## src/rtl/pgwr_pkg.sv

```systemverilog
package pgwr_pkg;
    localparam int BYTE_W = 8;
    localparam int STAT_BIT = 6;

    typedef enum logic [1:0] {
        ST_IDLE = 2'd0,
        ST_LOAD = 2'd1,
        ST_PROG = 2'd2
    } pg_state_e;
endpackage

```

## src/rtl/pgwr_timer.sv

```systemverilog
module pgwr_timer #(
    parameter int MAX_CYC = 8
) (
    input  logic clk,
    input  logic load,
    input  logic run,
    output logic last
);
    localparam int CW = $clog2(MAX_CYC + 1);

    logic [CW-1:0] cnt;

    always_ff @(posedge clk) begin
        if (load) begin
            cnt <= CW'(MAX_CYC);
        end else if (run && cnt != '0) begin
            cnt <= cnt - 1'b1;
        end
    end

    assign last = (cnt == CW'(1));
endmodule

```

## src/rtl/pgwr_pagebuf.sv

```systemverilog
module pgwr_pagebuf
    import pgwr_pkg::*;
#(
    parameter int PAGE  = 32,
    parameter int OFF_W = $clog2(PAGE)
) (
    input  logic                         clk,
    input  logic                         clr,
    input  logic                         we,
    input  logic [OFF_W-1:0]             off,
    input  logic [BYTE_W-1:0]            din,
    output logic [PAGE-1:0][BYTE_W-1:0]  pdata,
    output logic [PAGE-1:0]              pvalid
);
    for (genvar j = 0; j < PAGE; j++) begin : g_slot
        always_ff @(posedge clk) begin
            if (we && off == OFF_W'(j)) begin
                pdata[j]  <= din;
                pvalid[j] <= 1'b1;
            end else if (clr) begin
                pvalid[j] <= 1'b0;
            end
        end
    end
endmodule

```

## src/rtl/pgwr_store.sv

```systemverilog
module pgwr_store
    import pgwr_pkg::*;
#(
    parameter int ADDR_W = 8,
    parameter int PAGE   = 32,
    parameter int OFF_W  = $clog2(PAGE)
) (
    input  logic                         clk,
    input  logic                         commit,
    input  logic [ADDR_W-OFF_W-1:0]      base,
    input  logic [PAGE-1:0][BYTE_W-1:0]  pdata,
    input  logic [PAGE-1:0]              pvalid,
    input  logic [ADDR_W-1:0]            raddr,
    output logic [BYTE_W-1:0]            rbyte
);
    localparam int NBYTES = 1 << ADDR_W;

    logic [BYTE_W-1:0] mem [NBYTES];

    always_ff @(posedge clk) begin
        for (int j = 0; j < PAGE; j++) begin
            if (commit && pvalid[j]) begin
                mem[{base, OFF_W'(j)}] <= pdata[j];
            end
        end
    end

    assign rbyte = mem[raddr];
endmodule

```

## src/rtl/pgwr_ctrl.sv

```systemverilog
module pgwr_ctrl
    import pgwr_pkg::*;
#(
    parameter int ADDR_W   = 8,
    parameter int PAGE     = 32,
    parameter int WIN_CYC  = 8,
    parameter int PROG_CYC = 20
) (
    input  logic              clk,
    input  logic              rst_n,
    input  logic              wr_en,
    input  logic              rd_en,
    input  logic [ADDR_W-1:0] addr,
    input  logic [7:0]        wdata,
    input  logic              wctl,
    output logic [7:0]        rdata,
    output logic              busy,
    output logic              irq
);
    localparam int OFF_W  = $clog2(PAGE);
    localparam int BASE_W = ADDR_W - OFF_W;

    pg_state_e state, nxt;

    logic                         wr_go;
    logic                         accept;
    logic                         open_pg;
    logic                         win_last;
    logic                         prog_last;
    logic                         prog_start;
    logic                         commit;
    logic                         tog;
    logic [BASE_W-1:0]            base_q;
    logic [PAGE-1:0][BYTE_W-1:0]  pdata;
    logic [PAGE-1:0]              pvalid;
    logic [BYTE_W-1:0]            rbyte;

    assign wr_go   = wr_en && !wctl && rst_n;
    assign accept  = wr_go && (state == ST_IDLE || state == ST_LOAD);
    assign open_pg = wr_go && (state == ST_IDLE);

    // next-state logic
    always_comb begin
        nxt = state;
        unique case (state)
            ST_IDLE: begin
                if (wr_go) nxt = ST_LOAD;             // open
            end
            ST_LOAD: begin
                if (!rst_n || wctl) nxt = ST_IDLE;    // abort
                else if (wr_en)     nxt = ST_LOAD;    // extend
                else if (win_last)  nxt = ST_PROG;    // close
            end
            ST_PROG: begin
                if (prog_last) nxt = ST_IDLE;         // finish
            end
            default: nxt = ST_IDLE;
        endcase
    end

    // state register
    always_ff @(posedge clk) begin
        state <= nxt;
    end

    assign prog_start = (state == ST_LOAD) && (nxt == ST_PROG);
    assign commit     = (state == ST_PROG) && prog_last;
    assign busy       = (state == ST_PROG);

    pgwr_timer #(.MAX_CYC(WIN_CYC)) u_win (
        .clk  (clk),
        .load (accept),
        .run  (state == ST_LOAD),
        .last (win_last)
    );

    pgwr_timer #(.MAX_CYC(PROG_CYC)) u_prog (
        .clk  (clk),
        .load (prog_start),
        .run  (state == ST_PROG),
        .last (prog_last)
    );

    pgwr_pagebuf #(.PAGE(PAGE), .OFF_W(OFF_W)) u_buf (
        .clk    (clk),
        .clr    (open_pg),
        .we     (accept),
        .off    (addr[OFF_W-1:0]),
        .din    (wdata),
        .pdata  (pdata),
        .pvalid (pvalid)
    );

    pgwr_store #(.ADDR_W(ADDR_W), .PAGE(PAGE), .OFF_W(OFF_W)) u_mem (
        .clk    (clk),
        .commit (commit),
        .base   (base_q),
        .pdata  (pdata),
        .pvalid (pvalid),
        .raddr  (addr),
        .rbyte  (rbyte)
    );

    // registered outputs and page base
    always_ff @(posedge clk) begin
        irq <= commit;
        if (open_pg) base_q <= addr[ADDR_W-1:OFF_W];
        if (prog_start) begin
            tog <= 1'b0;
        end else if (rd_en && rst_n && state == ST_PROG) begin
            tog <= ~tog;
        end
        if (!rst_n) begin
            rdata <= '0;
        end else if (rd_en) begin
            if (state == ST_PROG) begin
                rdata <= '0;
                rdata[STAT_BIT] <= tog;
            end else begin
                rdata <= rbyte;
            end
        end
    end
endmodule

```

## config.mk

```make
export PLATFORM = sky130hd
export DESIGN_NAME = pgwr_ctrl
export DESIGN_NICKNAME = d
export VERILOG_FILES = /design/src/rtl/pgwr_pkg.sv /design/src/rtl/pgwr_timer.sv /design/src/rtl/pgwr_pagebuf.sv /design/src/rtl/pgwr_store.sv /design/src/rtl/pgwr_ctrl.sv
export SDC_FILE = /design/constraint.sdc
export NUM_CORES = 2
export LEC_CHECK = 0
export ABC_AREA = 1
export ABC_CLOCK_PERIOD_IN_PS = 3000
export BUFFER_PORTS_ARGS = -buffer_cell sky130_fd_sc_hd__clkbuf_2
export CELL_PAD_IN_SITES_DETAIL_PLACEMENT = 0
export CELL_PAD_IN_SITES_GLOBAL_PLACEMENT = 1
export CORE_MARGIN = 4
export CORE_UTILIZATION = 50
export DETAILED_ROUTE_END_ITERATION = 10
export PLACE_DENSITY = 0.75
export SKIP_LAST_GASP = 1
export SYNTH_ARGS = -nofsm -noshare
export SYNTH_HDL_FRONTEND = slang
export SYNTH_HIERARCHICAL = 1
export SYNTH_SLANG_ARGS = --single-unit
```

## constraint.sdc

```tcl
create_clock -name clk -period 3 [get_ports clk]
set_input_delay 0.6 -clock clk [delete_from_list [all_inputs] [get_ports clk]]
set_output_delay 0.6 -clock clk [all_outputs]
set_load 0.02 [all_outputs]
```

; ---- Yosys cells after proc, flatten, opt, wreduce, memory -nomap -nowiden
; Memory sizes are Yosys's and may differ from the RTL's.
; Index checks and enable logic that the tools add are counted.
[op_classes]
add_sub_neg = 2
n_eq_ne = 36
mux = 71
bitwise = 1
reduce_logical = 82
[ops]
columns = operator, count
row1 = $eq 5x5->1 const B, 16
row2 = $logic_and 1x1->1, 74
row3 = $mux 1, 64
row4 = $eq 5x4->1 const B, 8
row5 = $eq 5x3->1 const B, 4
row6 = $eq 5x1->1 const B, 2
row7 = $eq 5x2->1 const B, 2
row8 = $mux 2, 5
row9 = $mux 8, 1
row10 = $pmux 2 s3, 1
row11 = $logic_not 5->1, 1
row12 = $reduce_bool 5->1, 1
row13 = $sub 5x1->5 const B, 1
row14 = $eq 2x2->1 const B, 2
row15 = $eq 4x1->1 const B, 1
row16 = $reduce_bool 4->1, 1
row17 = $sub 4x1->4 const B, 1
row18 = $eq 2x1->1 const B, 1
row19 = $logic_not 1->1, 2
row20 = $logic_not 2->1, 1
row21 = $logic_or 1x1->1, 2
row22 = $not 1->1, 1
[totals]
reg_bits = 312
ramBits = 2048
input_bits = 21
elab_cells = 264
mem_count = 1
[memory_table]
columns = name, depth, word_bits, read_ports, rd_ports_with_merged_regs, write_ports, line
row1 = u_mem.mem, 256, 8, 1, 0, 32, pgwr_store.sv:18  ; logic [BYTE_W-1:0] mem [NBYTES];

; ---- Longest topological paths before layout
[logic_depth]
word_depth = 7
ltp_mapped = 19
mapped_depth_nobuf = 15

; ---- Cells and area by module
; The synthesis kept the hierarchy.
[by_module_without_submodules]
columns = mod, n_inst, cells_per_inst, area_per_inst_um2
row1 = pgwr_store, 1, 6935, 83073.4
row2 = pgwr_pagebuf, 1, 441, 8989.9
row3 = pgwr_ctrl, 1, 76, 599.3
row4 = pgwr_timer at u_prog, 1, 39, 290.3
row5 = pgwr_timer at u_win, 1, 36, 237.7

; ---- Least setup slack after synthesis
; No wires, ideal clock.
[synth_timing]
path_type = register to register
start = register u_prog.cnt[1]
end = memory u_mem.mem[0][0], enable pin
setup_time_ps = 370
arrival_ps = 1834
t_required_ps = 2630
path_slack_ps = 795
stages_incl_launch_ff = 10
path_buffers = 1
period_less_slack_ps = 2205
cell_sequence = dfxtp_1 inv_1 ha_1 nand2_1 nor2_1 inv_1 nor2_1 clkbuf_1 nand2_1 nor2_1
[synth_rtl]
columns = element, line
row1 = "start, declared", pgwr_timer.sv:11  ; logic [CW-1:0] cnt;
row2 = "start signal, assigned", pgwr_timer.sv:15  ; cnt <= CW'(MAX_CYC);
row3 = "start signal, assigned", pgwr_timer.sv:17  ; cnt <= cnt - 1'b1;
row4 = "end, declared", pgwr_store.sv:18

==> results.cfg <==
[place]
place_hpwl_um = 256000
portBuffers = 30
place.gp.congestion = 1.01

[power_and_ir_drop]
swShare = 0.231
ir_drop_mv = 0.593
total_power_mw = 70.3
combinationalPowerShare = 0.069
pwr-share-clk = 0.421
leakagePower_nw = 40.2
power.share.sequential = 0.509
power_density_nw_per_um2 = 637
p_int_mw = 54.1
net-switching-power_mw = 16.2

[timing]
final_max_slew_viol_count = 0
finalSetupViolCount = 0
hold_violations = 0
fin_skew_ns = 0.0539
worstMarginPinSlew_ns = 0.882
slew-limit-headroom = 0.412
period_share = 0.831
fin_crit_ns = 2.49
hold_ws_ns = 0.0805
fmax_mhz = 401
rsz0062_at_grt = no

[synth]
synth_area_leader_cell = edfxtp_1
ys_types = 28
netlist_top_cells_count = edfxtp_1, nand2_1, nand3_1
synthTopCellsByArea = edfxtp_1, nand3_1, nand2_1, buf_2, dfxtp_1
ys_seq_area_frac = 0.755
async_reset_ff_frac = 0
ys_warn_count = 6
yosys_register_bits = 2360
synth_edf_count = 2307
syn_area_um2 = 93200
syn_inst = 7527
yosysTopAreaCellShare = 0.743
synthesis.nets = 7552
avgSynthCellArea_um2 = 12.4
yosysMostFrequentCell = edfxtp_1
synth_top_flop_cell = edfxtp_1

[clock_tree]
cts-resized-gates = 0
cts-root-buf = clkbuf_16
cts_setup_buffers = 0
cts_htree_levels = 4
cts_buffer_depth = 3
cts_sinks = 2360
cts_made_buffers = 231
clk_latency_ns = 0.91
hold_buffers = 1
clk_pin_slew_worst_paths_ns = 0.06
cts_tree = yes

[worst_setup_path]
criticalPathCategory = flip-flop to flip-flop
start_kind = flip-flop
arrival_ns = 3.05
crit_required_ns = 3.56
worst_setup_path_end_kind = flip-flop
r2r_cells = 12
critPathMaxFanout = 15

[floorplan]
die-area_um2 = 193000
io_pins = 31
die_y_um = 440
start_util = 0.503
dieWidth_um = 440
rows = 158
core_um2 = 185000

[routing]
drtIter0Drc = 10436
via_per_inst = 6.03
wl_per_cell_um = 32.3
drt_first_pass_iters = 8
drc = 0
vias = 65914
wl_um = 353000
antenna_left = 0

[global_route]
grt_pass1_vias = 60612
grt_overflow_total = 0
grt_first_pass_wirelength_um = 480000
grt_max_degree = 90
grtUsageTotal = 0.362
antenna_found_initial = 28

[cells_and_area]
nets = 8267
final_layout_size_suffix_gt1_frac = 0.160
areaGrowthSynthToFinish_pct = 18.5

[status]
status = complete, no violations

[job]
cap_violations = 0

[worst_hold_path]
hold_depth = 4
hp-class = input pin to flip-flop
## logic make-up (layout without fill, tap and decap cells)
group                    count (synthesis)  count (layout)  share of synthesized area
AO/OA/AOI/OAI                           13              13                   0.000752
XOR/XNOR                                 1               1                  0.0000940
adder cells (fa/ha/maj)                  4               4                   0.000537
buffers and inverters                  560            1482                     0.0302
flip-flops                            2360            2360                      0.755
other                                    0               7                          0
AND/OR/NAND/NOR                       4589            4589                      0.214
## layout by cell type, fill, tap and decap left out, drive strengths merged
cell and n:
edfxtp 2307, dlygate4sd3 1, nor2 290, nand3b 1, inv 84, buf 937
a21oi 7, nand3 2071, o21bai 1, nand2 2225, clkinvlp 13, o21ai 3
a31oi 1, diode 7, xor2 1, clkbuf 323, clkinv 97, dfxtp 53
o22ai 1, ha 4, bufinv 27, nand4 2
## layer usage
| layer | track usage | share of wire |
|---|---|---|
| met5 | 0 | 0.00031 |
| met4 | 0.177 | 0.058 |
| met3 | 0.0706 | 0.11 |
| met2 | 0.545 | 0.45 |
| met1 | 0.508 | 0.38 |
## worst paths after layout
path	from	end	slack, ns
max	u_prog/cnt[1]$_SDFFE_PP0P_	u_mem/mem[42][5]$_DFFE_PP_	0.51
min	wctl	state[1]$_DFF_P_	0.08
max reg2reg	u_prog/cnt[1]$_SDFFE_PP0P_	u_mem/mem[42][5]$_DFFE_PP_	0.51
min reg2reg	u_buf/pvalid[5]$_SDFFE_PP1P_	u_buf/pvalid[5]$_SDFFE_PP1P_	0.45
## critical path, cell delays in order, from the launching register on
cell and delay, ns:
dfxtp_1 0.31, inv_1 0.09, ha_1 0.15, nand2_1 0.05, nor2_1 0.09, buf_4 0.16, inv_1 0.07, nor2_4 0.20
buf_12 0.21, nand2_1 0.21, buf_4 0.22, nor2_1 0.10, buf_4 0.24
## sequential cells by signal, summed over array words and instances (netlist names), 2 cells and up
name / flops
u_buf/pdata: 256
u_buf/pvalid: 32
rdata: 8
u_win/cnt: 4
u_prog/cnt: 5
u_mem/mem: 2048
base_q: 3
state: 2
## power by group through the flow
| stage | logic (mW) | registers [mW] | clock network (mW) |
|---|---|---|---|
| after floorplan | 2.06 | 36.5 | 0 |
| after global placement | 4.70 | 36.5 | 0 |
| after detailed placement | 4.72 | 36.5 | 0 |
| after CTS | 4.73 | 35.8 | 29.9 |
| after global routing | 5.01 | 35.8 | 31.3 |
| final | 4.87 | 35.8 | 29.6 |
## metrics by stage
stage / setup TNS, ns / worst slack (ns) / area, um2 / util / std cells
after floorplan: 0 / 0.795 / 93200 / - / 7527
after global placement: -0.561 / -0.192 / 103000 / 0.553 / 10488
after detailed placement: -0.321 / -0.132 / 103000 / 0.553 / 10488
after CTS: 0 / 0.515 / 110000 / 0.595 / 10929
after global routing: 0 / 0.436 / 110000 / 0.595 / 10929
final: 0 / 0.507 / 110000 / 0.595 / 10936
## area by class of cell
type	instances	area [um2]
Clock buffer	297	6150
Clock inverter	143	1630
Tap cell	2480	3100
Sequential cell	2360	70300
Fill cell	14943	75000
Antenna cell	7	17.5
Inverter	78	327
Multi-Input combinational cell	4607	20100
Timing Repair Buffer	964	8750
No activity file was read; power rests on OpenSTA's default activity.
